File: config.mk
export PLATFORM = sky130hd
export DESIGN_NAME = capaddr_top
export DESIGN_NICKNAME = d
export VERILOG_FILES = /design/src/rtl/capaddr_pkg.sv /design/src/rtl/capaddr_ctrl.sv /design/src/rtl/capaddr_dpath.sv /design/src/rtl/capaddr_top.sv
export SDC_FILE = /design/constraint.sdc
export NUM_CORES = 1
export LEC_CHECK = 0
export BUFFER_PORTS_ARGS = -buffer_cell sky130_fd_sc_hd__buf_4
export CORE_ASPECT_RATIO = 1.4
export CORE_MARGIN = 4
export CORE_UTILIZATION = 45
export CTS_BUF_LIST = sky130_fd_sc_hd__clkbuf_8
export DETAILED_ROUTE_END_ITERATION = 10
export PLACE_DENSITY = 0.75
export SLEW_MARGIN = 20
export SYNTH_ARGS = -nofsm -noshare
export SYNTH_HDL_FRONTEND = slang
export SYNTH_SLANG_ARGS = --single-unit
File: constraint.sdc
create_clock -name clk -period 3.2 [get_ports clk]
set_input_delay 0.64 -clock clk [delete_from_list [all_inputs] [get_ports clk]]
set_output_delay 0.64 -clock clk [all_outputs]
set_load 0.05 [all_outputs]
File: src/rtl/capaddr_pkg.sv
package capaddr_pkg;
  typedef struct packed {
    logic load;
    logic advance;
    logic capture;
  } ctrlStrobes_t;
endpackage

File: src/rtl/capaddr_ctrl.sv
module capaddr_ctrl
  import capaddr_pkg::*;
(
  input  logic         writeMode,
  input  logic         ctrlLoadN,
  input  logic         ctrlRdClkN,
  input  logic         ctrlRdMemN,
  input  logic         hostWr,
  input  logic         hostRd,
  input  logic         sampleEn,
  input  logic         trigPulse,
  input  logic         stopN,
  output ctrlStrobes_t strobes
);
  logic readPath;
  logic loadHit;
  logic readHit;
  logic sampleHit;

  always_comb begin
    readPath  = !writeMode && !ctrlRdClkN;
    loadHit   = readPath && !ctrlLoadN && hostWr;
    readHit   = readPath && !ctrlRdMemN && hostRd;
    sampleHit = writeMode && sampleEn;
    strobes.load    = loadHit;
    strobes.advance = !loadHit && stopN && (readHit || sampleHit);
    strobes.capture = writeMode && trigPulse;
  end
endmodule

File: src/rtl/capaddr_dpath.sv
module capaddr_dpath
  import capaddr_pkg::*;
#(
  parameter int ADDR_W = 15,
  parameter int DATA_W = 16
) (
  input  logic              clk,
  input  logic              rst,
  input  ctrlStrobes_t      strobes,
  input  logic [DATA_W-1:0] loadData,
  output logic [ADDR_W-1:0] addrQ,
  output logic [ADDR_W-1:0] trigQ
);
  localparam logic [ADDR_W-1:0] ADDR_ONE = ADDR_W'(1);

  logic [ADDR_W-1:0] addrNext;

  always_comb begin
    if (strobes.load)         addrNext = loadData[ADDR_W-1:0];
    else if (strobes.advance) addrNext = addrQ + ADDR_ONE;
    else                      addrNext = addrQ;
  end

  always_ff @(posedge clk) begin
    if (rst) begin
      addrQ <= '0;
      trigQ <= '0;
    end else begin
      addrQ <= addrNext;
      if (strobes.capture) trigQ <= addrQ;
    end
  end
endmodule

File: src/rtl/capaddr_top.sv
module capaddr_top
  import capaddr_pkg::*;
#(
  parameter int ADDR_W = 15,
  parameter int DATA_W = 16
) (
  input  logic              clk,
  input  logic              rst,
  input  logic              writeMode,
  input  logic              ctrlLoadN,
  input  logic              ctrlRdClkN,
  input  logic              ctrlRdMemN,
  input  logic              hostWr,
  input  logic [DATA_W-1:0] hostData,
  input  logic              hostRd,
  input  logic              sampleEn,
  input  logic              trigPulse,
  input  logic              stopN,
  output logic [ADDR_W-1:0] addr,
  output logic [ADDR_W-1:0] trigAddr
);
  ctrlStrobes_t strobes;

  capaddr_ctrl u_ctrl (
    .writeMode (writeMode),
    .ctrlLoadN (ctrlLoadN),
    .ctrlRdClkN(ctrlRdClkN),
    .ctrlRdMemN(ctrlRdMemN),
    .hostWr    (hostWr),
    .hostRd    (hostRd),
    .sampleEn  (sampleEn),
    .trigPulse (trigPulse),
    .stopN     (stopN),
    .strobes   (strobes)
  );

  capaddr_dpath #(.ADDR_W(ADDR_W), .DATA_W(DATA_W)) u_dpath (
    .clk     (clk),
    .rst     (rst),
    .strobes (strobes),
    .loadData(hostData),
    .addrQ   (addr),
    .trigQ   (trigAddr)
  );
endmodule

# Word level (Yosys, flattened, before mapping)

Cells that the tools add are included.

Word-level logic and storage cells: 21
Output and inout port bits: 30
Bits in registers: 30
Bits of input ports: 27

Muxes and demuxes: 2
Reduce and logical (&&, ||, !) cells: 16
$add $sub $neg: 1

Operators by type and width:

| operator                                       | number |
|---|---|
| two-way mux 15 bit                             | 2 |
| adder 15 x 1 -> 15 bit (second input constant) | 1 |
| logical AND 1 bit                              | 9 |
| logical NOT 1 bit                              | 5 |
| nonzero test 2 bit                             | 1 |
| logical OR 1 bit                               | 1 |

# Logic depth before layout (Yosys ltp)

Word-level depth: 9
Depth in mapped cells: 5
Depth with buffers taken out: 5

# Cells and area by module

A second synthesis with hierarchy kept.

Cells, all modules: 160
Area, all modules: 1,443.9 um^2

By module, submodules not included:

| module        | seq. area each (um^2) | cells each | area each (um^2) | instances |
|---|---|---|---|---|
| capaddr_dpath | 600.6                 | 153        | 1,390.1          | 1 |
| capaddr_ctrl  | 0.0                   | 7          | 53.8             | 1 |

# Worst setup path after synthesis

Ideal clock, no wire load.

Kind: input to register
Start point: in ctrlRdClkN
End point: reg u_dpath.addrQ[14]
Stages: 5
Required time: 3.126 ns
Arrival: 2.112 ns
Path slack: 1.014 ns
Path through: or4b_4 -> buf_6 -> a211o_1 -> or4_1 -> a31oi_1

Word-level cells in the longest chain between the ends: 8
Elaborated cells on any way between the ends: 12

RTL lines:

| element                             | RTL line            | source |
|---|---|---|
| start: declaration                  | capaddr_top.sv:11   | `input logic ctrlRdClkN,` |
| logical NOT 1 bit (*)               | capaddr_ctrl.sv:21  | `readPath = !writeMode && !ctrlRdClkN;` |
| logical AND 1 bit (*)               | capaddr_ctrl.sv:21  |  |
| logical AND 1 bit (2 in series)     | capaddr_ctrl.sv:22  | `loadHit = readPath && !ctrlLoadN && hostWr;` |
| logical NOT 1 bit                   | capaddr_ctrl.sv:26  | `strobes.advance = !loadHit && stopN && (readHit \|\| sampleHit);` |
| logical AND 1 bit (2 in series)     | capaddr_ctrl.sv:26  |  |
| nonzero test 2 bit (no source line) | n/a                 |  |
| end signal: assignment              | capaddr_dpath.sv:29 | `addrQ <= addrNext;` |
| end: declaration                    | capaddr_dpath.sv:11 | `output logic [ADDR_W-1:0] addrQ,` |

Mark *: on every way between the ends. The rest lies on a longest branch, timed or not.
A chain may end at the register's enable or synchronous reset.

# Worst setup path after layout

Start point: in writeMode
End point: reg u_dpath.addrQ[13]

Word-level cells in the longest chain between the ends: 8
Elaborated cells on any way between the ends: 13

RTL lines:

| element                             | RTL line           | source |
|---|---|---|
| start: declaration                  | capaddr_top.sv:9   | `input logic writeMode,` |
| logical NOT 1 bit                   | capaddr_ctrl.sv:21 |  |
| logical AND 1 bit                   | capaddr_ctrl.sv:21 |  |
| logical AND 1 bit (2 in series)     | capaddr_ctrl.sv:22 |  |
| logical NOT 1 bit                   | capaddr_ctrl.sv:26 |  |
| logical AND 1 bit (2 in series)     | capaddr_ctrl.sv:26 |  |
| nonzero test 2 bit (no source line) | n/a                |  |

Several ways; a longest one is shown, not always the timed one.

==> key figures <==
Global route
  • Largest net degree at the start of global routing: 31
  • Congestion Overflow GR: 0
  • Vias in the first global route: 1,342
  • Total GRT Usage: 0.176
  • Initial antenna violation count: 0
  • Wire length of the first global-routing pass: 5.80 mm

Clock network
  • CTS buffer count: 5
  • Root buf cell: clkbuf_8
  • Worst-path clk slew: 0.06 ns
  • CTS tree: built
  • # clock sinks: 30
  • Post-CTS Setup Bufs: 0
  • CTS Hold Buffers Added: 0
  • Clk_lat worst skew: 0.27 ns
  • H-tree Lvls: 2
  • Post-cts sizing count: 0
  • Max clock buf depth: 2

Final layout
  • Final-stage net count: 256
  • Most frequent cells in the layout: buf_4, nand2_1, dfxtp_1
  • Util after Layout: 0.623
  • Layout cell share with drive strength beyond 1: 0.308
  • Leading cell type in the layout, fill and taps excluded: buf_4
  • N_diodes: 0
  • Fin area: 1930 µm²
  • Non-Filler Instances: 266
  • Syn-to-layout area delta: 34.6%

Power and ir drop
  • Power density over cell area: 440 nW/µm²
  • Total power: 849 µW
  • Peak supply drop: 0.000273 V
  • Leak: 0.739 nW

Setup path
  • CP Cell Sequence: buf_4 > or4b_4 > a211o_2 > or4_1 > a31oi_1
  • R2R Path End: u_dpath.addrQ[14]$_SDFFE_PP0P_
  • Worst-case reg-to-reg path depth: 4
  • CP Buf/Inv Count: 1
  • Crit. Startpoint: writeMode
  • Worst reg2reg path startpoint: u_dpath.addrQ[3]$_SDFFE_PP0P_
  • Reg2Reg Setup Slack: 1.34 ns
  • CP endpoint kind: register
  • CP peak stage delay: 0.60 ns
  • Crit Path Max Fanout: 11
  • Crit path max-delay cell type: or4b_4
  • CP top delay family: simple AND/OR/NAND/NOR gates
  • Arr. time, crit path: 2.32 ns
  • Critical Path Start Type: input pin
  • Critical Path Sink: u_dpath.addrQ[13]$_SDFFE_PP0P_
  • WP depth: 5
  • Crit path kind: input pin to register
  • Required @ worst endpoint: 3.40 ns

Floorplan
  • Die W: 55.7 µm
  • Die Ht: 74.8 µm
  • Die area: 4160 µm²
  • Core Box Area: 3090 µm²
  • # rows: 24
  • Starting Density: 0.463
  • IO Pins: 57

Worst hold path
  • Hold Path Class: register to register

STA
  • Min Tclk post-route: 2.11 ns
  • Final period utilization: 0.660
  • Setup_tns: 0 ns
  • Final count of hold timing violations: 0
  • Setup slack after layout: 1.09 ns
  • Post-Route Skew: 0.00619 ns
  • Maximum achievable frequency: 0.474 GHz
  • RSZ-0062 raised after global routing: false
  • Max_slew headroom: 0.635
  • Smallest hold slack: 0.452 ns
  • Worst Tran Pin Value: 0.540 ns
  • Final setup violation count: 0
  • Slew Limit Fails: 0

Synthesis
  • Synth Area in Adders: 0.00873
  • Syn Nets: 205
  • Synth Instances: 177
  • Post-synthesis cell area: 1430 µm²
  • Xor/xnor cell area share of the yosys netlist: 0.0489
  • Asr flop ratio synth: 0
  • Portion of netlist area occupied by mux cells: 0.0218
  • Post-Synth Simple-Gate Area: 0.209
  • Main synth FF type: dfxtp_1
  • Synth cell types: 33
  • Synth Register Bits: 30
  • Main combinational cell family by area after synthesis: compound AO/OA/AOI/OAI gates
  • Ys Warns: 0
  • EDFF count, synth: 0
  • Syn Area/Cell: 8.09 µm²
  • Synth Area in Compound Gates: 0.248
  • Seq/Total Area, Yosys: 0.419

Placed design
  • DP Cell Count: 260
  • Place WS: 0.798 ns
  • Number of I/O port buffers: 55
  • Dpl hpwl: 2.68 mm
  • Post-DP Area: 1850 µm²
  • Routability Congestion: 0.799

Routing
  • Residual DRC: 0
  • Via density per instance: 5.54
  • TritonRoute pass-1 iters: 4
  • Antenna-violating nets left: 0
  • First-iteration detailed-routing DRC count: 36
  • Wirelength per Cell: 13.8 µm
  • Routed WL: 3.66 mm
  • Vias: 1,473

Job
  • Total of max-cap violations: 0

Status
  • Status: finished, final reports clean
==> final cells by class <==
type	count	area (µm²)
inverters	4	15.0
repair buffers	55	413
fillers	282	1160
flip-flops and latches	30	601
multi-input cells	132	768
well taps	39	48.8
clock buffers	6	82.6
==> flip-flops by register name, indices dropped and copies added, names as in the netlist <==
name / cells
u_dpath.trigQ: 15
u_dpath.addrQ: 15
==> report_power, final <==
group	internal, mW	total (mW)	switching, mW
Sequential	0.388	0.409	0.0213
Clock	0.165	0.291	0.126
Combinational	0.0554	0.148	0.0926
==> logic make-up (layout without fill, tap and decap cells) <==
group / after synthesis / in the layout
AO/OA/AOI/OAI: 58 / 58
XOR/XNOR: 8 / 8
adder cells (fa/ha/maj): 1 / 1
buffers and inverters: 15 / 65
flip-flops: 30 / 30
multiplexers: 3 / 3
AND/OR/NAND/NOR: 62 / 62
==> worst min path at each step <==
stage / slack (ns) / startpoint / end / depth (start not counted)
global placement: 0.44 / u_dpath.trigQ[0]$_SDFFE_PP0P_ / u_dpath.trigQ[0]$_SDFFE_PP0P_ / 2
detailed placement: 0.45 / u_dpath.trigQ[14]$_SDFFE_PP0P_ / u_dpath.trigQ[14]$_SDFFE_PP0P_ / 2
global route: 0.48 / u_dpath.trigQ[3]$_SDFFE_PP0P_ / u_dpath.trigQ[3]$_SDFFE_PP0P_ / 2
floorplan: 0.67 / u_dpath.trigQ[4]$_SDFFE_PP0P_ / u_dpath.trigQ[4]$_SDFFE_PP0P_ / 2
finish: 0.45 / u_dpath.trigQ[1]$_SDFFE_PP0P_ / u_dpath.trigQ[1]$_SDFFE_PP0P_ / 2
CTS: 0.46 / u_dpath.trigQ[14]$_SDFFE_PP0P_ / u_dpath.trigQ[14]$_SDFFE_PP0P_ / 2
==> per-layer routing <==
layer / vias up / global-route usage / wire, µm
met3: 8 / 0.0532 / 254
met4: 0 / 0.0919 / 68
li1: 740 / - / -
met5: - / 0 / 0
met2: 65 / 0.309 / 1830
met1: 660 / 0.192 / 1500
==> worst register-to-register path, delay by kind of cell (launching register included) <==
family             cells  cell delay [ns]
and+or+nand+nor        2             0.76
AOI/OAI and AO/OA      2             0.58
DFF                    1             0.45
==> synthesized netlist by cell type, types with 2 or more instances <==
cell / n / area, µm²
nand2_1: 38 / 143
dfxtp_1: 30 / 601
a21oi_1: 26 / 130
o21ai_0: 13 / 65.1
clkbuf_1: 9 / 33.8
nand4_1: 7 / 43.8
xnor2_1: 6 / 52.6
a31oi_1: 5 / 31.3
inv_1: 4 / 15.0
nor2_1: 4 / 15.0
a211oi_1: 3 / 22.5
nand3_1: 3 / 15.0
a2111oi_0: 2 / 17.5
a2111oi_2: 2 / 30.0
a211o_2: 2 / 20.0
mux2i_1: 2 / 20.0
o31ai_1: 2 / 15.0
or3_1: 2 / 12.5
or4_1: 2 / 15.0
xor2_1: 2 / 17.5
(Power assumes the default switching activity.)
